`src/rtl/sercom_pkg.sv`:
```
`timescale 1ns/1ps
package sercom_pkg;
    localparam int unsigned OS_RATE   = 16;
    localparam int unsigned DMAX      = 9;
    localparam int unsigned FRAME_MAX = 1 + DMAX + 1 + 2;

    typedef enum logic [1:0] {LEN_7 = 2'd0, LEN_8 = 2'd1, LEN_9 = 2'd2} len_e;
    typedef enum logic [1:0] {PAR_OFF = 2'd0, PAR_EVEN = 2'd1, PAR_ODD = 2'd2} par_e;
    typedef enum logic [1:0] {SRC_DIV1 = 2'd0, SRC_DIV8 = 2'd1, SRC_DIV32 = 2'd2, SRC_AUX = 2'd3} src_e;
    typedef enum logic [2:0] {RX_IDLE, RX_START, RX_DATA, RX_PAR, RX_STOP} rx_st_e;

    typedef struct packed {
        len_e len;
        par_e par;
        logic stop2;
    } fmt_t;

    function automatic logic [3:0] data_bits(len_e l);
        case (l)
            LEN_7:   return 4'd7;
            LEN_9:   return 4'd9;
            default: return 4'd8;
        endcase
    endfunction

    function automatic logic [DMAX-1:0] data_mask(len_e l);
        case (l)
            LEN_7:   return 9'h07F;
            LEN_9:   return 9'h1FF;
            default: return 9'h0FF;
        endcase
    endfunction

    function automatic logic has_par(fmt_t f);
        return (f.par == PAR_EVEN) || (f.par == PAR_ODD);
    endfunction

    function automatic logic par_bit(logic [DMAX-1:0] d, fmt_t f);
        return (^(d & data_mask(f.len))) ^ (f.par == PAR_ODD);
    endfunction
endpackage

```
`src/rtl/sercom_baud.sv`:
```
`timescale 1ns/1ps
module sercom_baud
    import sercom_pkg::*;
#(
    parameter int DIV_W = 8
) (
    input  logic             clk,
    input  logic             rst,
    input  logic [1:0]       src_sel,
    input  logic             ext_sel,
    input  logic             aux_en,
    input  logic             ext_pin,
    input  logic [DIV_W-1:0] div,
    output logic             os_tick
);
    localparam int PRE_W = 5;

    logic [PRE_W-1:0] pre;
    logic [2:0]       ext_s;
    logic             src_tick, ext_rise, tick_in;
    logic [DIV_W-1:0] div_cnt;

    assign ext_rise = ext_s[1] & ~ext_s[2];
    assign tick_in  = ext_sel ? ext_rise : src_tick;

    always_comb begin
        case (src_e'(src_sel))
            SRC_DIV1:  src_tick = 1'b1;
            SRC_DIV8:  src_tick = &pre[2:0];
            SRC_DIV32: src_tick = &pre;
            default:   src_tick = aux_en;
        endcase
    end

    always_ff @(posedge clk) begin
        if (rst) begin
            pre     <= '0;
            ext_s   <= '0;
            div_cnt <= '0;
            os_tick <= 1'b0;
        end else begin
            pre     <= pre + 1'b1;
            ext_s   <= {ext_s[1:0], ext_pin};
            os_tick <= 1'b0;
            if (tick_in) begin
                if (div_cnt >= div) begin
                    div_cnt <= '0;
                    os_tick <= 1'b1;
                end else begin
                    div_cnt <= div_cnt + 1'b1;
                end
            end
        end
    end


    tick_source_chk: assert property (@(posedge clk) disable iff (rst)
        os_tick |-> $past(tick_in));
endmodule

```
`src/rtl/sercom_tx.sv`:
```
`timescale 1ns/1ps
module sercom_tx
    import sercom_pkg::*;
(
    input  logic            clk,
    input  logic            rst,
    input  logic            os_tick,
    input  fmt_t            fmt,
    input  logic            wr,
    input  logic [DMAX-1:0] wdata,
    output logic            txd,
    output logic            hold_empty,
    output logic            line_idle
);
    localparam int CNT_W = $clog2(FRAME_MAX + 1);

    logic                 hold_full, busy, move;
    logic [DMAX-1:0]      hold_q;
    logic [FRAME_MAX-1:0] sh, frm_bits;
    logic [CNT_W-1:0]     left, frm_len;
    logic [3:0]           os_cnt;

    always_comb begin
        int nb;
        nb       = int'(data_bits(fmt.len));
        frm_bits = '1;
        frm_bits[0] = 1'b0;
        for (int i = 0; i < int'(DMAX); i++)
            if (i < nb) frm_bits[1+i] = hold_q[i];
        if (has_par(fmt)) frm_bits[1+nb] = par_bit(hold_q, fmt);
        frm_len = CNT_W'(2 + nb + int'(has_par(fmt)) + int'(fmt.stop2));
    end

    assign move       = !busy && hold_full && os_tick;
    assign txd        = busy ? sh[0] : 1'b1;
    assign hold_empty = !hold_full;
    assign line_idle  = !busy && !hold_full;

    always_ff @(posedge clk) begin
        if (rst) begin
            hold_full <= 1'b0;
            hold_q    <= '0;
            busy      <= 1'b0;
            sh        <= '1;
            left      <= '0;
            os_cnt    <= '0;
        end else begin
            if (move) begin
                busy   <= 1'b1;
                sh     <= frm_bits;
                left   <= frm_len;
                os_cnt <= '0;
            end else if (busy && os_tick) begin
                if (os_cnt == 4'(OS_RATE - 1)) begin
                    os_cnt <= '0;
                    sh     <= {1'b1, sh[FRAME_MAX-1:1]};
                    left   <= left - 1'b1;
                    if (left == CNT_W'(1)) busy <= 1'b0;
                end else begin
                    os_cnt <= os_cnt + 1'b1;
                end
            end
            if (move) begin
                hold_full <= 1'b0;
            end else if (wr && !hold_full) begin
                hold_full <= 1'b1;
                hold_q    <= wdata;
            end
        end
    end


    frame_on_tick_chk: assert property (@(posedge clk) disable iff (rst)
        $rose(busy) |-> $past(os_tick));

    wr_ignore_chk: assert property (@(posedge clk) disable iff (rst)
        (hold_full && wr) |=> (hold_q == $past(hold_q)));
endmodule

```
`src/rtl/sercom_rx.sv`:
```
`timescale 1ns/1ps
module sercom_rx
    import sercom_pkg::*;
(
    input  logic            clk,
    input  logic            rst,
    input  logic            os_tick,
    input  fmt_t            fmt,
    input  logic            rxd,
    input  logic            rd,
    output logic [DMAX-1:0] rdata,
    output logic            full,
    output logic            ovr,
    output logic            frm_err,
    output logic            par_err
);
    rx_st_e          st;
    logic [1:0]      sync;
    logic            rxs, rxs_d, fall, mid, stop_idx, par_bad, stop_bad;
    logic [3:0]      os_cnt, bit_idx, nb;
    logic [DMAX-1:0] shreg;

    assign rxs  = sync[1];
    assign fall = rxs_d & ~rxs;
    assign mid  = os_tick && (os_cnt == 4'(OS_RATE - 1));
    assign nb   = data_bits(fmt.len);

    always_ff @(posedge clk) begin
        if (rst) begin
            sync     <= 2'b11;
            rxs_d    <= 1'b1;
            st       <= RX_IDLE;
            os_cnt   <= '0;
            bit_idx  <= '0;
            stop_idx <= 1'b0;
            shreg    <= '0;
            par_bad  <= 1'b0;
            stop_bad <= 1'b0;
            rdata    <= '0;
            full     <= 1'b0;
            ovr      <= 1'b0;
            frm_err  <= 1'b0;
            par_err  <= 1'b0;
        end else begin
            sync  <= {sync[0], rxd};
            rxs_d <= rxs;
            if (rd) begin
                full <= 1'b0;
                ovr  <= 1'b0;
            end
            if (st != RX_IDLE && os_tick)
                os_cnt <= mid ? '0 : os_cnt + 1'b1;
            case (st)
                RX_IDLE: if (fall) begin
                    st     <= RX_START;
                    os_cnt <= '0;
                end
                RX_START: if (os_tick && os_cnt == 4'(OS_RATE/2 - 1)) begin
                    os_cnt   <= '0;
                    bit_idx  <= '0;
                    stop_idx <= 1'b0;
                    shreg    <= '0;
                    par_bad  <= 1'b0;
                    stop_bad <= 1'b0;
                    st       <= rxs ? RX_IDLE : RX_DATA;
                end
                RX_DATA: if (mid) begin
                    shreg[bit_idx] <= rxs;
                    if (bit_idx == nb - 4'd1) st <= has_par(fmt) ? RX_PAR : RX_STOP;
                    else bit_idx <= bit_idx + 1'b1;
                end
                RX_PAR: if (mid) begin
                    par_bad <= (rxs != par_bit(shreg, fmt));
                    st      <= RX_STOP;
                end
                RX_STOP: if (mid) begin
                    if (fmt.stop2 && !stop_idx) begin
                        stop_idx <= 1'b1;
                        stop_bad <= stop_bad | ~rxs;
                    end else begin
                        st <= RX_IDLE;
                        if (full && !rd) begin
                            ovr <= 1'b1;
                        end else begin
                            rdata   <= shreg;
                            full    <= 1'b1;
                            frm_err <= stop_bad | ~rxs;
                            par_err <= par_bad;
                        end
                    end
                end
                default: st <= RX_IDLE;
            endcase
        end
    end


    ovr_needs_full_chk: assert property (@(posedge clk) disable iff (rst)
        ovr |-> full);

    rdata_keep_chk: assert property (@(posedge clk) disable iff (rst)
        (full && !rd) |=> (rdata == $past(rdata)));

    full_hold_chk: assert property (@(posedge clk) disable iff (rst)
        $fell(full) |-> $past(rd));

    start_confirm_chk: assert property (@(posedge clk) disable iff (rst)
        ((st == RX_DATA) && $past(st == RX_START)) |-> $past(!rxs));
endmodule

```
`src/rtl/sercom_xcvr.sv`:
```
`timescale 1ns/1ps
module sercom_xcvr
    import sercom_pkg::*;
#(
    parameter int DIV_W = 8
) (
    input  logic                          clk,
    input  logic                          rst,
    input  logic [1:0]                    cfg_src,
    input  logic                          cfg_ext,
    input  logic [DIV_W-1:0]              cfg_div,
    input  logic [1:0]                    cfg_len,
    input  logic [1:0]                    cfg_par,
    input  logic                          cfg_stop2,
    input  logic                          cfg_txirq_sel,
    input  logic                          aux_tick,
    input  logic                          ext_clk,
    input  logic                          tx_wr,
    input  logic [sercom_pkg::DMAX-1:0]   tx_data,
    output logic                          txd,
    input  logic                          rxd,
    input  logic                          rx_rd,
    output logic [sercom_pkg::DMAX-1:0]   rx_data,
    output logic                          rx_full,
    output logic                          err_overrun,
    output logic                          err_frame,
    output logic                          err_parity,
    output logic                          err_sum,
    output logic                          irq_tx,
    output logic                          irq_rx
);
    fmt_t fmt;
    logic os_tick, hold_empty, line_idle;

    assign fmt = '{len: len_e'(cfg_len), par: par_e'(cfg_par), stop2: cfg_stop2};

    sercom_baud #(.DIV_W(DIV_W)) u_baud (
        .clk(clk), .rst(rst), .src_sel(cfg_src), .ext_sel(cfg_ext),
        .aux_en(aux_tick), .ext_pin(ext_clk), .div(cfg_div), .os_tick(os_tick)
    );

    sercom_tx u_tx (
        .clk(clk), .rst(rst), .os_tick(os_tick), .fmt(fmt), .wr(tx_wr),
        .wdata(tx_data), .txd(txd), .hold_empty(hold_empty), .line_idle(line_idle)
    );

    sercom_rx u_rx (
        .clk(clk), .rst(rst), .os_tick(os_tick), .fmt(fmt), .rxd(rxd), .rd(rx_rd),
        .rdata(rx_data), .full(rx_full), .ovr(err_overrun),
        .frm_err(err_frame), .par_err(err_parity)
    );

    assign err_sum = err_overrun | err_frame | err_parity;
    assign irq_tx  = cfg_txirq_sel ? line_idle : hold_empty;
    assign irq_rx  = rx_full;


    txirq_complete_chk: assert property (@(posedge clk) disable iff (rst)
        (cfg_txirq_sel && irq_tx) |-> txd);
endmodule

```
`config.mk`:
```
export PLATFORM = sky130hd
export DESIGN_NAME = sercom_xcvr
export DESIGN_NICKNAME = d
export VERILOG_FILES = /design/src/rtl/sercom_pkg.sv /design/src/rtl/sercom_baud.sv /design/src/rtl/sercom_tx.sv /design/src/rtl/sercom_rx.sv /design/src/rtl/sercom_xcvr.sv
export SDC_FILE = /design/constraint.sdc
export NUM_CORES = 1
export LEC_CHECK = 0
export ABC_CLOCK_PERIOD_IN_PS = 2160
export CAP_MARGIN = 5
export CORE_MARGIN = 2
export CORE_UTILIZATION = 40
export CTS_CLUSTER_DIAMETER = 100
export DETAILED_ROUTE_END_ITERATION = 8
export HOLD_SLACK_MARGIN = 0.06
export PLACE_DENSITY = 0.69
export SLEW_MARGIN = 10
export SYNTH_ARGS = -nofsm -noshare
export SYNTH_HDL_FRONTEND = slang
export SYNTH_SLANG_ARGS = --single-unit
export TNS_END_PERCENT = 100
```
`constraint.sdc`:
```
create_clock -name clk -period 2.16 [get_ports clk]
set_clock_uncertainty 0.2 [all_clocks]
set_input_delay 0.216 -clock clk [delete_from_list [all_inputs] [get_ports clk]]
set_output_delay 0.216 -clock clk [all_outputs]
set_load 0.005 [all_outputs]
```
* After elaboration in Yosys (flattened, before gate mapping)
Cells that the tools add are included.
** Storage, ports and cells
- Flip-flop bits (word level) :: 88
- Word-level logic and storage cells :: 210
- Bits of input ports :: 33
- Output and inout port bits :: 17
- Bits in writable memories :: 0
- Bits in latches :: 0
- Bits in read-only memories :: 0
- Memories kept :: 0
** Operators by class
- Mux-type cells :: 80
- $mul :: 0
- Bitwise logic cells :: 15
- Div/mod/pow operators :: 0
- Reductions and logical operators :: 42
- Add/sub/neg operators :: 11
- Equality and inequality tests :: 24
- Shifts and indexed selects :: 0
- Order comparisons :: 14
** Operator list (count)
- 2-to-1 mux 9 bit :: 6
- 2-to-1 mux 13 bit :: 4
- 2-to-1 mux 4 bit :: 11
- one-hot mux 9 bit (2 select lines) :: 2
- 2-to-1 mux 1 bit :: 35
- greater-or-equal comparator 32 x 1 -> 1 bit, second input constant :: 1
- < comparator 32 x 6 -> 1 bit, second input constant :: 1
- 2-to-1 mux 3 bit :: 8
- one-hot mux 4 bit (2 select lines) :: 3
- AND 9 bit :: 2
- parity 9 bit :: 2
- < comparator 3 x 4 -> 1 bit, first input constant :: 4
- one-hot mux 3 bit (5 select lines) :: 1
- != test 2 x 1 -> 1 bit, second input constant :: 7
- bitwise mux 13 bit :: 1
- adder 4 x 1 -> 4 bit, second input constant :: 3
- logical AND 1 bit :: 12
- AND reduction 3 bit :: 4
- AND reduction 4 bit :: 3
- nonzero test 2 bit :: 6
- bitwise mux 9 bit :: 1
- adder 4 x 2 -> 4 bit :: 2
- adder 8 x 1 -> 8 bit, second input constant :: 1
- demux 1 bit (select 4 bit) :: 2
- 38 further kinds :: 64

* Longest topological paths before layout
- Word-level depth :: 11
- Depth in mapped cells :: 9
- Depth with buffers taken out :: 9

* Hierarchy
Synthesis repeated with hierarchy kept, for this count alone.
** Second synthesis, totals
- Cell total of the unflattened synthesis :: 555
- Area total of the unflattened synthesis :: 4667.0 sq um
** By module, submodules not included
- sercom_rx :: area each 2047.0 sq um, sequential area each 780.7 sq um, instances 1, cells each 242
- sercom_tx :: area each 1599.0 sq um, sequential area each 640.6 sq um, instances 1, cells each 200
- sercom_baud :: area each 996.0 sq um, sequential area each 340.3 sq um, instances 1, cells each 110
- sercom_xcvr :: area each 25.0 sq um, sequential area each 0.0 sq um, instances 1, cells each 3

* Least setup slack after synthesis
No wires, ideal clock.
- Kind :: flip-flop to flip-flop
- Start point :: register u_baud.pre[0]
- End point :: register u_baud.div_cnt[2]
- Cell stages (with the launch flop) :: 10
- Arrival :: 1.754 ns
- Path buffers :: 1
- Period minus slack after synthesis :: 2.046 ns
- Setup time :: 0.092 ns
- Slack :: 0.114 ns
- Required time :: 1.868 ns
- Cells stage by stage :: dfxtp_1 ha_1 and3_1 ha_1 mux2i_1 a221o_1 nand2_1 buf_2 o21ai_0 nor4_1
** Between the ends
- Longest elaborated chain between the ends :: 3
- Elaborated cells on any way between the ends :: 4
- Those cells by class :: mux (2); reduce/logical (2)
** Ends and longest elaborated chain
- start: declaration :: line sercom_baud.sv:18 : logic [PRE_W-1:0] pre;
- start signal: assignment :: line sercom_baud.sv:42 : pre <= pre + 1'b1;
- AND reduction 5 bit or AND reduction 3 bit (tied branches) :: line sercom_baud.sv:30, sercom_baud.sv:29
- one-hot mux 1 bit (3 select lines) (*) :: line sercom_baud.sv:27 : case (src_e'(src_sel))
- 2-to-1 mux 1 bit (*) :: line sercom_baud.sv:24 : assign tick_in = ext_sel ? ext_rise : src_tick;
- end signal: assignment :: line sercom_baud.sv:50 : div_cnt <= div_cnt + 1'b1;
- end: declaration :: line sercom_baud.sv:21 : logic [DIV_W-1:0] div_cnt;
Mark *: on every way between the ends. The rest lies on a longest branch, timed or not.
A chain may end at the register's enable or synchronous reset.

* Worst setup path after layout
- Start point :: register u_rx.os_cnt[0]
- End point :: register u_rx.shreg[2]
** Between the ends
- Longest elaborated chain between the ends :: 4
- Elaborated cells on any way between the ends :: 7
- Those cells by class :: eq/ne (4); reduce/logical (3)
** Ends and longest elaborated chain
- start: declaration :: line sercom_rx.sv:20 : logic [3:0] os_cnt, bit_idx, nb;
- start signal: assignment :: line sercom_rx.sv:52 : os_cnt <= mid ? '0 : os_cnt + 1'b1;
- equality test 4 bit or equality test 4 x 3 -> 1 bit (tied branches) :: line sercom_rx.sv:25, sercom_rx.sv:58
- logical AND 1 bit, on equally long branches :: line sercom_rx.sv:25, sercom_rx.sv:58
- != test 2 x 1 -> 1 bit (no source line)
- AND reduction 3 bit (no source line) (*)
- end signal: indexed assignment :: line sercom_rx.sv:68 : shreg[bit_idx] <= rxs;
- end: declaration :: line sercom_rx.sv:21 : logic [DMAX-1:0] shreg;
Marks and branches as above.

==> impl_metrics.json <==
{
  "instances_no_fill": 747,
  "cpPeakStageDelay_ps": 560,
  "cts_buffer_depth": 2,
  "final_cell_mix": "dfxtp_1, nand2_1, nor2_1, clkdlybuf4s50_1, buf_4",
  "multi_input_area_um2": 2635,
  "nFillCells": 1023,
  "cp_data_required_time_ps": 2240,
  "grt_overflow_total": 0,
  "routabilityCongestion": 0.7958,
  "min_path_type": "input pin to flop",
  "fin_tns_setup_ps": 0,
  "antenna_left": 0,
  "rows": 38,
  "ys_seq_area_share_pct": 39.09,
  "ir_worst_vdd_mv": 0.3753,
  "post-dp-hpwl_mm": 7.306,
  "cts_root_buf": "clkbuf_16",
  "crit_type": "flop to flop",
  "cts.hold.buffers_added": 0,
  "status": "finished, final reports clean",
  "critPathArrivalTime_ps": 2180,
  "port_buffers": 49,
  "io_pins": 50,
  "drt_first_pass_iters": 4,
  "route.detailed.drc": 0,
  "worst_hold_slack_ps": 174.2,
  "total_power_mw": 3.539,
  "antenna_found_initial": 0,
  "path_cells": "ha_1, nand3_2, nor2_4, o21ai_2, or4b_4, nor3_4, a21o_1",
  "synthToLayoutAreaGrowth_pct": 28.18,
  "setup_viol": 0,
  "rsz0062_at_grt": "true",
  "finalCritPeriodShare_pct": 97.33,
  "numCtsBuffers": 9,
  "synth_ff_type": "dfxtp_1",
  "async_reset_ff_share_pct": 0,
  "cp.buffers_inverters": 0,
  "clk_latency_ps": 330,
  "slew_headroom_pct": 66.42,
  "final_nets": 658,
  "worstMarginPinSlew_ps": 502.7,
  "ys_ff_latch": 88,
  "die_y_um": 110.1,
  "post_drt_wl_per_cell_um": 13.84,
  "path_clk_slew_ps": 60,
  "dpl_cell_area_um2": 5323,
  "grt_max_degree": 83,
  "cp_slowest_cell": "or4b_4",
  "final_common_cell": "dfxtp_1",
  "crit_path_end_kind": "flop",
  "tritoncts": "yes",
  "fmax_mhz": 475.7,
  "hold_viol_final": 0,
  "maxSlewViolCount": 0,
  "power_density_nw_per_um2": 612.6,
  "die_w_um": 110.1,
  "avgSynthCellArea_um2": 8.487,
  "routed_wl_mm": 10.34,
  "core-area_um2": 10940,
  "syn_nets": 587,
  "syn_inst": 531,
  "worstSetupStartpointType": "flop",
  "cts_num_sinks": 88,
  "grt.total_usage_pct": 17.52,
  "yosys_warnings": 0,
  "drive_gt1_share_pct": 14.83,
  "placed_cells": 728,
  "seqCellArea_um2": 1772,
  "vias": 3912,
  "start_util_pct": 41.21,
  "diodes": 0,
  "min_period_ps": 2102,
  "die_area_um2": 12130,
  "drt-initial-drc-count": 251,
  "drv_cap": 0,
  "grt_pass1_vias": 3774,
  "htree_levels": 3,
  "synth_cell_types": 66,
  "leakagePower_nw": 2.322,
  "viasPerCell": 5.237,
  "path_max_fanout": 5,
  "path_delay_family": "simple AND/OR/NAND/NOR gates",
  "grt_pass1_wl_mm": 16.84,
  "design_area_um2": 5777,
  "synth_area_um2": 4507,
  "synth_edf_count": 0
}
-- through the flow --
stage | utilization [%] | worst slack, ps
final | 52.83 | 57.72
after detailed placement | 48.67 | -272.8
after global routing | 52.83 | -59.54
after CTS | 51.58 | 12.63
after global placement | 48.67 | -160.6
after floorplan | - | 114.1
-- per-layer routing --
| metal | wire, µm | GRT usage (%) |
|---|---|---|
| met1 | 4774 | 22.09 |
| met2 | 5034 | 29.58 |
| met3 | 390 | 2.822 |
| met4 | 142 | 7.500 |
| met5 | 0 | 0 |
-- Yosys cell counts, types with 7 or more instances --
library cell  number  area share [%]
mux2i_1           18             4.0
inv_1             22             1.8
buf_2              7            0.78
a21oi_1           33             3.7
and3_1             7            0.97
nor2_1            57             4.7
nand2_1           61             5.1
o21ai_0           23             2.6
dfxtp_1           88              39
xnor2_1           18             3.5
nor2b_1           13             1.8
nor3b_1           10             1.7
nand3_1           17             1.9
a21o_1            11             1.8
nor4_1             9             1.2
nand2b_1          17             2.4
ha_1              22             6.1
clkbuf_1          12             1.0
-- cell families (layout without fill, tap and decap cells) --
| group | after synthesis | after routing | share of synthesized area [%] |
|---|---|---|---|
| AND/OR/NAND/NOR | 228 | 228 | 26.85 |
| AO/OA/AOI/OAI | 100 | 100 | 13.83 |
| multiplexers | 19 | 19 | 4.248 |
| adder cells (fa/ha/maj) | 23 | 23 | 6.552 |
| XOR/XNOR | 24 | 24 | 4.664 |
| flip-flops | 88 | 88 | 39.09 |
| buffers and inverters | 49 | 125 | 4.775 |
-- power by group --
part | internal, mW | switching [mW]
Combinational | 0.158 | 0.144
Sequential | 1.65 | 0.0226
Clock | 0.956 | 0.611
-- path summary, 6_finish.rpt --
check,start,to,slack [ps],cells past startpoint
max,u_rx.os_cnt[0],u_rx.shreg[2],60,7
min,rst,u_rx.st[0],170,3
max reg2reg,u_rx.os_cnt[0],u_rx.shreg[2],60,7
min reg2reg,u_rx.sync[0],u_rx.sync[1],210,1
-- what timing repair did --
item | 4_1_cts | 5_1_grt
cloned | 1 | 0
pin swaps | 0 | 10
setup buffers | 0 | 6
endpoints found under the setup margin | 4 | 24
gates resized for setup | 3 | 28
-- worst reg2reg max path: cells and delay by family (launching register included) --
kind                       cells  cell delay (ps)
DFF                            1              360
adders and majority gates      1              190
and+or+nand+nor                4             1070
AOI/OAI and AO/OA              2              230
-- cell type report --
| cell class | count | area share, % |
|---|---|---|
| clock buffer | 13 | 4.505 |
| timing repair buffer | 87 | 14.06 |
| multi-input combinational | 394 | 45.61 |
| clock inverter | 3 | 0.6931 |
| sequential | 88 | 30.67 |
| inverter | 22 | 1.429 |
| tap | 140 | 3.032 |
-- sequential cells by signal, summed over array words and instances (netlist names), 2 cells and up --
register / count
u_tx.sh: 13
u_rx.rdata: 9
u_rx.shreg: 9
u_tx.hold_q: 9
u_baud.div_cnt: 8
u_baud.pre: 5
u_rx.bit_idx: 4
u_rx.os_cnt: 4
u_tx.left: 4
u_tx.os_cnt: 4
u_baud.ext_s: 3
u_rx.st: 3
u_rx.sync: 2
Power figures use the tool's default switching activity.
